**config.mk**
```make
export PLATFORM = sky130hd
export DESIGN_NAME = fault_irq_hub
export DESIGN_NICKNAME = d
export VERILOG_FILES = /design/src/rtl/fih_pkg.sv /design/src/rtl/fih_sticky_reg.sv /design/src/rtl/fih_drv_gate.sv /design/src/rtl/fih_irq_arb.sv /design/src/rtl/fault_irq_hub.sv
export SDC_FILE = /design/constraint.sdc
export NUM_CORES = 1
export LEC_CHECK = 0
export ABC_AREA = 1
export BUFFER_PORTS_ARGS = -buffer_cell sky130_fd_sc_hd__clkbuf_2
export CAP_MARGIN = 15
export CORE_MARGIN = 2
export CORE_UTILIZATION = 46
export CTS_CLUSTER_DIAMETER = 50
export DETAILED_ROUTE_END_ITERATION = 10
export HOLD_SLACK_MARGIN = 0.12
export PLACE_DENSITY = 0.83
export SLEW_MARGIN = 25
export SYNTH_ARGS = -nofsm -noshare
export SYNTH_HDL_FRONTEND = slang
export SYNTH_SLANG_ARGS = --single-unit
```
**constraint.sdc**
```tcl
create_clock -name clk -period 1.3 [get_ports clk]
set_input_delay 0.195 -clock clk [delete_from_list [all_inputs] [get_ports clk]]
set_output_delay 0.195 -clock clk [all_outputs]
set_load 0.05 [all_outputs]
```
**src/rtl/fih_pkg.sv**
```systemverilog
package fih_pkg;

    localparam int DRV_N  = 2;
    localparam int STAT_W = 2 * DRV_N;
    localparam int CODE_W = 4;
    localparam int SRC_N  = 3;

    typedef enum logic [1:0] {
        MODE_NORMAL = 2'd0,
        MODE_NREQ   = 2'd1,
        MODE_STOP   = 2'd2,
        MODE_QUIET  = 2'd3
    } op_mode_e;

    // source index order must follow ascending code order (arbiter relies on it)
    typedef enum int {
        SRC_HS  = 0,
        SRC_LS  = 1,
        SRC_SUP = 2
    } src_idx_e;

    localparam logic [CODE_W-1:0] CODE_NONE = 4'b0000;
    localparam logic [CODE_W-1:0] CODE_HS   = 4'b0010;
    localparam logic [CODE_W-1:0] CODE_LS   = 4'b0011;
    localparam logic [CODE_W-1:0] CODE_SUP  = 4'b0101;

    typedef struct packed {
        logic ov;
        logic uv;
        logic otw;
        logic bf;
    } sup_fault_t;

    typedef struct packed {
        logic             ot;
        logic [DRV_N-1:0] cl;
        logic [DRV_N-1:0] ol;
    } drv_fault_t;

    function automatic logic [STAT_W-1:0] drv_stat(drv_fault_t f);
        logic [STAT_W-1:0] s;
        for (int i = 0; i < DRV_N; i++) begin
            s[2*i]   = f.cl[i];
            s[2*i+1] = f.ol[i];
        end
        if (f.ot) s = '1;
        return s;
    endfunction

    function automatic logic drv_any(drv_fault_t f);
        return f.ot | (|f.cl) | (|f.ol);
    endfunction

    function automatic logic irq_mode_ok(op_mode_e m);
        return (m == MODE_NORMAL) || (m == MODE_NREQ) || (m == MODE_STOP);
    endfunction

    function automatic logic [CODE_W-1:0] src_code(int idx);
        case (idx)
            SRC_HS:  return CODE_HS;
            SRC_LS:  return CODE_LS;
            SRC_SUP: return CODE_SUP;
            default: return CODE_NONE;
        endcase
    endfunction

endpackage

```
**src/rtl/fih_sticky_reg.sv**
```systemverilog
module fih_sticky_reg #(
    parameter int W = 4
) (
    input  logic         clk,
    input  logic         rst,
    input  logic [W-1:0] set_i,
    input  logic         rd_i,
    output logic [W-1:0] q_o
);

    generate
        for (genvar b = 0; b < W; b++) begin : g_bit
            logic flag_q;
            always_ff @(posedge clk) begin
                if (rst) begin
                    flag_q <= 1'b0;
                end else begin
                    // a present condition wins over the clearing read
                    flag_q <= (flag_q & ~rd_i) | set_i[b];
                end
            end
            assign q_o[b] = flag_q;
        end
    endgenerate

endmodule

```
**src/rtl/fih_drv_gate.sv**
```systemverilog
module fih_drv_gate #(
    parameter int N = 2
) (
    input  logic         clk,
    input  logic         rst,
    input  logic         shut_i,
    input  logic         wr_i,
    input  logic [N-1:0] wr_d_i,
    output logic [N-1:0] en_o
);

    logic [N-1:0] en_q;

    always_ff @(posedge clk) begin
        if (rst) begin
            en_q <= '0;
        end else if (shut_i) begin
            en_q <= '0;
        end else if (wr_i) begin
            en_q <= wr_d_i;
        end
    end

    assign en_o = en_q;

endmodule

```
**src/rtl/fih_irq_arb.sv**
```systemverilog
module fih_irq_arb
    import fih_pkg::*;
#(
    parameter int NSRC = SRC_N,
    parameter int CW   = CODE_W
) (
    input  logic            clk,
    input  logic            rst,
    input  logic            allow_i,
    input  logic [NSRC-1:0] req_i,
    input  logic [NSRC-1:0] mask_i,
    input  logic [NSRC-1:0] clr_i,
    output logic [CW-1:0]   code_o,
    output logic            irq_n_o
);

    logic [NSRC-1:0] pend_q;
    logic [NSRC-1:0] arm;

    assign arm = req_i & ~mask_i & {NSRC{allow_i}};

    always_ff @(posedge clk) begin
        if (rst) begin
            pend_q <= '0;
        end else begin
            pend_q <= (pend_q & ~clr_i) | arm;
        end
    end

    // lowest index carries the lowest code, so it is taken last and wins
    always_comb begin
        code_o = CODE_NONE;
        for (int i = NSRC - 1; i >= 0; i--) begin
            if (pend_q[i]) code_o = src_code(i);
        end
    end

    assign irq_n_o = ~(|pend_q);

endmodule

```
**src/rtl/fault_irq_hub.sv**
```systemverilog
module fault_irq_hub
    import fih_pkg::*;
(
    input  logic              clk,
    input  logic              rst,
    input  logic [1:0]        mode_i,
    input  logic              hvse_i,
    input  logic              sup_bf_i,
    input  logic              sup_otw_i,
    input  logic              sup_uv_i,
    input  logic              sup_ov_i,
    input  logic              hs_ot_i,
    input  logic [DRV_N-1:0]  hs_cl_i,
    input  logic [DRV_N-1:0]  hs_ol_i,
    input  logic              ls_ot_i,
    input  logic [DRV_N-1:0]  ls_cl_i,
    input  logic [DRV_N-1:0]  ls_ol_i,
    input  logic              mask_sup_i,
    input  logic              mask_hs_i,
    input  logic              mask_ls_i,
    input  logic              rd_sup_i,
    input  logic              rd_hs_i,
    input  logic              rd_ls_i,
    input  logic              wr_hs_i,
    input  logic [DRV_N-1:0]  wr_hs_d_i,
    input  logic              wr_ls_i,
    input  logic [DRV_N-1:0]  wr_ls_d_i,
    output logic [3:0]        sup_stat_o,
    output logic [STAT_W-1:0] hs_stat_o,
    output logic [STAT_W-1:0] ls_stat_o,
    output logic [CODE_W-1:0] isr_code_o,
    output logic              irq_n_o,
    output logic [DRV_N-1:0]  hs_en_o,
    output logic [DRV_N-1:0]  ls_en_o
);

    op_mode_e   mode;
    sup_fault_t sup_f;
    drv_fault_t hs_f;
    drv_fault_t ls_f;
    logic       ov_shut;
    logic [SRC_N-1:0] req, mask, clr;

    assign mode  = op_mode_e'(mode_i);
    assign sup_f = '{ov: sup_ov_i, uv: sup_uv_i, otw: sup_otw_i, bf: sup_bf_i};
    assign hs_f  = '{ot: hs_ot_i, cl: hs_cl_i, ol: hs_ol_i};
    assign ls_f  = '{ot: ls_ot_i, cl: ls_cl_i, ol: ls_ol_i};

    assign ov_shut = sup_f.ov & hvse_i & (mode == MODE_NORMAL);

    fih_sticky_reg #(.W(4)) u_sup_stat (
        .clk   (clk),
        .rst   (rst),
        .set_i (sup_f),
        .rd_i  (rd_sup_i),
        .q_o   (sup_stat_o)
    );

    fih_sticky_reg #(.W(STAT_W)) u_hs_stat (
        .clk   (clk),
        .rst   (rst),
        .set_i (drv_stat(hs_f)),
        .rd_i  (rd_hs_i),
        .q_o   (hs_stat_o)
    );

    fih_sticky_reg #(.W(STAT_W)) u_ls_stat (
        .clk   (clk),
        .rst   (rst),
        .set_i (drv_stat(ls_f)),
        .rd_i  (rd_ls_i),
        .q_o   (ls_stat_o)
    );

    fih_drv_gate #(.N(DRV_N)) u_hs_gate (
        .clk    (clk),
        .rst    (rst),
        .shut_i (hs_f.ot | ov_shut),
        .wr_i   (wr_hs_i),
        .wr_d_i (wr_hs_d_i),
        .en_o   (hs_en_o)
    );

    fih_drv_gate #(.N(DRV_N)) u_ls_gate (
        .clk    (clk),
        .rst    (rst),
        .shut_i (ls_f.ot | ov_shut),
        .wr_i   (wr_ls_i),
        .wr_d_i (wr_ls_d_i),
        .en_o   (ls_en_o)
    );

    always_comb begin
        req[SRC_HS]   = drv_any(hs_f);
        req[SRC_LS]   = drv_any(ls_f);
        req[SRC_SUP]  = sup_f.uv | sup_f.ov;
        mask[SRC_HS]  = mask_hs_i;
        mask[SRC_LS]  = mask_ls_i;
        mask[SRC_SUP] = mask_sup_i;
        clr[SRC_HS]   = rd_hs_i;
        clr[SRC_LS]   = rd_ls_i;
        clr[SRC_SUP]  = rd_sup_i;
    end

    fih_irq_arb #(.NSRC(SRC_N), .CW(CODE_W)) u_arb (
        .clk     (clk),
        .rst     (rst),
        .allow_i (irq_mode_ok(mode)),
        .req_i   (req),
        .mask_i  (mask),
        .clr_i   (clr),
        .code_o  (isr_code_o),
        .irq_n_o (irq_n_o)
    );

endmodule

```
==> flow_metrics.tcl, run 1 <==
set metrics [dict create \
    port_buffers 50 \
    fin_setup_tns_ps -75.3 \
    power_density_nw_per_um2 1110 \
    cts.clk_slew.worst_paths_ps 100 \
    final_net_count 187 \
    first_pass_iters 4 \
    htreeDepth 1 \
    wl_met2_mm 1.17 \
    yosys_warnings 0 \
    drtIter0Drc 11 \
    ir_drop_uv 550 \
    io_pins 52 \
    routed_wl_mm 2.08 \
    cts_sinks 19 \
    fin_cells 182 \
    r2r_start "u_arb.pend_q[0]$_SDFF_PP0_" \
    core_um2 1920 \
    die_h_um 48.7 \
    vias 810 \
    finalCritPeriodShare_pct 103 \
    route.met3.wl_um 86 \
    violations "setup timing" \
    fin_worst_skew_ps 0 \
    grt_pass1_vias 834 \
    min_from "sup_uv_i" \
    synth.distinct_cells 17 \
    grt_pass1_wl_mm 3.44 \
    die_area_um2 2380 \
    die_width_um 48.7 \
    min-delay-path-class "in2reg" \
    synth_edf_count 0 \
    areaGrowthSynthToFinish_pct 30.6 \
    initial_core_util_pct 47.9 \
    p_leak_nw 0.613 \
    drc 0 \
    viasPerCell 4.45 \
    finalHoldViolations 0 \
    syn_inst 111 \
    cts.path.max_buffers 2 \
    fin_util_pct 62.6 \
    synth_top_flop_cell "dfxtp_1" \
    synth_nets 142 \
    wl_met1_um 800 \
    gr-usage-all-layers_pct 18.7 \
    cts-root-buf "clkbuf_4" \
    cts_tree "built" \
    wl_per_cell_um 11.4 \
    max_clock_freq_mhz 749 \
    netlist_area_um2 921 \
    yosys_register_bits 19 \
    drive_gt1_share_pct 54.2 \
    setup_slack_ps -35.4 \
    required_ps 1110 \
    holdPathStages 3 \
    r2r_cells 4 \
    hpwl_mm 1.61 \
    highest_layer "met4" \
    fp-row-count 16 \
    setup-violations-final 3 \
    most-common-layout-cells "clkbuf_2, nand2_1, dfxtp_1" \
    cap_violations 0 \
    syn-mean-instance-area_um2 8.30 \
    multi_input_area_um2 392 \
    start_kind "register" \
    timing.hold.ws_ps 144 \
    gp_congestion 0.714 \
    period_minus_slack_ps 1340 \
    grt_overflow_total 0 \
    cp_data_arrival_time_ps 1140 \
    ant_nets 0 \
    final_common_cell "clkbuf_2" \
    n_fill_cell 162 \
    grt_max_degree 11 \
    crit_start "u_arb.pend_q[0]$_SDFF_PP0_" \
    synthArstFlopShare_pct 0 \
    synth-seq-area-share_pct 41.3 \
    rsz0062_at_grt "yes" \
    cts_buffers 3 \
    antenna_cells 0 \
    dp_cells 174 \
    drv_slew 0 \
    setup.worst_path.class "reg2out" \
    antenna_found_initial 0 \
    seqCellArea_um2 383 \
    cp_max_fo 3 \
    insertion_delay_ps 290 \
    status "finished with violations" \
    endpoint_kind "output port" \
]
==> through the flow <==
stage | worst slack (ps) | total power [mW] | cell area [µm²]
2_1_floorplan | -194 | 0.949 | 921
3_3_place_gp | 206 | 1.01 | 1090
3_5_place_dp | 165 | 1.02 | 1090
4_1_cts | -59.3 | 1.33 | 1180
5_1_grt | -78.2 | 1.41 | 1200
6_report | -35.4 | 1.33 | 1200
==> state kept, by name (all words and copies together), names as in the netlist <==
register	flops
u_ls_gate.en_o	2
u_hs_stat.g_bit.flag_q	4
u_hs_gate.en_o	2
u_arb.pend_q	3
u_sup_stat.g_bit.flag_q	4
u_ls_stat.g_bit.flag_q	4
==> cell families after synthesis <==
logic type / Yosys count / share of synthesized area, %
muxes: 4 / 4.35
AOI/OAI and AO/OA: 16 / 13.5
and+or+nand+nor: 44 / 22.4
other: 1 / 0.407
DFF: 19 / 41.3
buffers and inverters: 27 / 18.1
==> report_power, final <==
group | internal, mW | switching [mW]
combinational | 0.136 | 0.273
sequential | 0.619 | 0.0199
clock | 0.119 | 0.168
total | 0.874 | 0.461
==> Yosys cell counts (2+ instances only) <==
cell type | count | area [µm²]
a31oi_1 | 2 | 12.5
inv_1 | 9 | 33.8
buf_6 | 2 | 22.5
nor2_2 | 4 | 25.0
dfxtp_1 | 19 | 380
a21oi_2 | 11 | 96.3
nand3_2 | 4 | 40.0
mux2i_1 | 4 | 40.0
a21oi_1 | 3 | 15.0
nand2_1 | 17 | 63.8
nor2_1 | 17 | 63.8
inv_2 | 2 | 7.51
buf_4 | 13 | 97.6
==> path summary, 6_finish.rpt <==
path                                                              end  slack, ps
worst min register to register   u_ls_stat.g_bit[0].flag_q$_SDFF_PP0_        470
worst max-delay path                                          irq_n_o        -40
worst max register to register             u_arb.pend_q[0]$_SDFF_PP0_        480
worst min-delay path            u_sup_stat.g_bit[2].flag_q$_SDFF_PP0_        140
==> layer usage <==
metal,track usage (%),up-vias
met4,9.52,0
met1,20.4,353
met2,35.2,29
li1,-,424
met3,2.16,4
met5,0,-
==> critical path: stages (launching register included) <==
cell     delay [ps]
dfxtp_2         330
or2_4           270
nor2_4          100
buf_8           150
==> what timing repair did <==
action / 4_1_cts / 5_1_grt
gates resized for setup: 9 / 8
setup endpoints to repair: 4 / 4
pin swaps: 1 / 1
hold buffers: 2 / 0
setup buffers: 2 / 0
cloned: 0 / 0
endpoints found under the hold margin: 2 / 0
==> final cells by class <==
type | instances | area share, %
well taps | 27 | 2.81
multi-input cells | 65 | 32.6
repair buffers | 55 | 26.7
inverters | 12 | 3.85
flip-flops and latches | 19 | 31.8
clock buffers | 4 | 2.19
Power figures use the tool's default switching activity.
==> run 2, diff against run 1 <==
--- a/config.mk
+++ b/config.mk
@@ -13,8 +13,9 @@
 export CTS_CLUSTER_DIAMETER = 50
 export DETAILED_ROUTE_END_ITERATION = 10
 export HOLD_SLACK_MARGIN = 0.12
-export PLACE_DENSITY = 0.83
+export PLACE_DENSITY = 0.82
 export SLEW_MARGIN = 25
 export SYNTH_ARGS = -nofsm -noshare
 export SYNTH_HDL_FRONTEND = slang
+export SYNTH_HIERARCHICAL = 1
 export SYNTH_SLANG_ARGS = --single-unit
==> run 2 against run 1 <==
  * Combinational power is 2% lower
  * Clock power hardly changed
  * Global-route usage is 0.99 points lower
  * Register-to-register slack better by 120 ps
  * The run still ends with setup timing left
  * Worst hold slack worse by 13 ps
  * Wire length is 1.4% higher
  * Total power hardly changed
  * Largest power group unchanged
==> flow_metrics.tcl, run 2 <==
set metrics [dict create \
    finalCritPeriodShare_pct 104 \
    cts_sinks 19 \
    cts-root-buf "clkbuf_4" \
    areaGrowthSynthToFinish_pct 29.4 \
    initial_core_util_pct 48.4 \
    drv_slew 0 \
    n_fill_cell 187 \
    ir_drop_uv 575 \
    die_area_um2 2440 \
    gp_congestion 0.769 \
    yosys_warnings 6 \
    cap_violations 0 \
    synth_edf_count 0 \
    p_leak_nw 0.738 \
    viasPerCell 4.25 \
    grt_pass1_vias 836 \
    grt_pass1_wl_mm 3.33 \
    holdPathStages 3 \
    setup_slack_ps -47.6 \
    die_h_um 49.4 \
    synth_top_flop_cell "dfxtp_1" \
    power_density_nw_per_um2 1090 \
    multi_input_area_um2 358 \
    start_kind "register" \
    cts.path.max_buffers 2 \
    dp_cells 205 \
    max_clock_freq_mhz 742 \
    crit_start "u_arb/pend_q[0]$_SDFF_PP0_" \
    fin_cells 212 \
    top_regs "u_hs_stat/g_bit.flag_q x4, u_ls_stat/g_bit.flag_q x4, u_sup_stat/g_bit.flag_q x4" \
    endpoint_kind "output port" \
    yosys_register_bits 19 \
    drtIter0Drc 23 \
    r2r_cells 3 \
    die_width_um 49.4 \
    io_pins 52 \
    holdPathEnd "u_sup_stat/g_bit[2].flag_q$_SDFF_PP0_" \
    cts_buffers 3 \
    port_buffers 50 \
    drive_gt1_share_pct 37.3 \
    netlist_area_um2 950 \
    routed_wl_mm 2.11 \
    syn-mean-instance-area_um2 6.74 \
    r2r-end "u_arb/pend_q[0]$_SDFF_PP0_" \
    fp-row-count 16 \
    wl_per_cell_um 9.96 \
    period_minus_slack_ps 1350 \
    synth_top_area_share_pct 40.1 \
    most-common-layout-cells "clkbuf_2, inv_1, nand2_1" \
    synth_nets 172 \
    rsz0062_at_grt "yes" \
    yosys-top-cells-area "dfxtp_1, inv_1, nand2_1, buf_4, a21oi_1" \
    wl_met1_um 851 \
    first_pass_iters 4 \
    required_ps 1110 \
    cp_max_fo 3 \
    synthArstFlopShare_pct 0 \
    highest_layer "met4" \
    core_um2 1960 \
    syn_inst 141 \
    hpwl_mm 1.59 \
    seqCellArea_um2 383 \
    insertion_delay_ps 290 \
    violations "setup timing" \
    seqPwrFrac_pct 48.1 \
    ant_nets 0 \
    p_int_mw 0.864 \
    combPwrFrac_pct 30.1 \
    clockPowerShare_pct 21.8 \
    cts.clk_slew.worst_paths_ps 110 \
    min_from "sup_uv_i" \
    fin_setup_tns_ps -101 \
    route.met3.wl_um 120 \
    status "finished with violations" \
    antenna_found_initial 0 \
    final_common_cell "clkbuf_2" \
    final_cell_area_um2 1230 \
    wl_met2_mm 1.12 \
    setup.worst_path.class "reg2out" \
    fin_worst_skew_ps 0 \
    ys_top_cells_by_count "inv_1, nand2_1, dfxtp_1, a21oi_1, buf_4" \
    cp_data_arrival_time_ps 1150 \
    rrSetupSlack_ps 600 \
    setup-violations-final 3 \
    drc 0 \
    antenna_cells 0 \
    final_net_count 217 \
    htreeDepth 1 \
    r2r_start "u_arb/pend_q[0]$_SDFF_PP0_" \
    power_switching_mw 0.470 \
    grt_overflow_total 0 \
    synth-seq-area-share_pct 40.1 \
    yosysTopAreaCell "dfxtp_1" \
    vias 902 \
    swShare_pct 35.2 \
    synth.distinct_cells 12 \
    gr-usage-all-layers_pct 17.7 \
    place_area_um2 1140 \
    cts_tree "built" \
    min-delay-path-class "in2reg" \
    fin_util_pct 62.6 \
    grt_max_degree 18 \
    finalHoldViolations 0 \
]
[run 2: cells by family (layout without fill, tap and decap cells)]
| group | count (synthesis) | after routing | synth area share, % |
|---|---|---|---|
| DFF | 19 | 19 | 40.1 |
| buffers and inverters | 46 | 90 | 23.3 |
| and+or+nand+nor | 60 | 60 | 28.3 |
| other | 1 | 1 | 0.395 |
| AOI/OAI and AO/OA | 15 | 15 | 7.90 |
[run 2: power groups by stage]
stage	clock network, mW	registers [mW]	logic, mW
final	0.290	0.641	0.402
after global routing	0.320	0.646	0.431
after CTS	0.298	0.640	0.391
after detailed placement	0	0.654	0.369
after global placement	0	0.652	0.362
after floorplan	0	0.667	0.276
[run 2: worst max path at each step]
stage / end / slack (ps) / cells after the start
6_report: isr_code_o[2] / -50 / 3
2_1_floorplan: irq_n_o / 30 / 2
5_1_grt: isr_code_o[2] / -90 / 3
4_1_cts: irq_n_o / -60 / 3
3_3_place_gp: irq_n_o / 210 / 3
3_5_place_dp: irq_n_o / 170 / 3
[run 2: final cells by class]
type	count	area share [%]
Sequential cell	19	31.2
Timing Repair Buffer	53	24.6
Inverter	33	10.1
Clock inverter	1	0.407
Clock buffer	3	1.83
Tap cell	27	2.75
Multi-Input combinational cell	76	29.1
[run 2: repair_timing]
item | 4_1_cts | 5_1_grt
buffers inserted | 1 | 0
pin swaps | 0 | 0
hold endpoints to repair | 2 | 0
gates resized for setup | 7 | 6
setup endpoints to repair | 4 | 4
hold buffers | 2 | 0
[run 2: worst max-delay path: stages (launching register included)]
cell	delay (ps)
dfxtp_2	340
or2_4	270
nor2_4	100
buf_8	150
[run 2: stage by stage]
stage	worst slack [ps]	power, mW	hold slack (ps)
after CTS	-58.6	1.33	125
final	-47.6	1.33	131
after floorplan	33.6	0.943	264
after detailed placement	169	1.02	431
after global routing	-91.5	1.40	151
after global placement	206	1.01	417
[run 2: routing by layer]
metal  global-route usage (%)  vias to the layer above
met5                        0                        -
met4                     6.94                        0
met3                     3.68                        2
met2                     34.2                       24
met1                     18.4                      392
li1                         -                      484
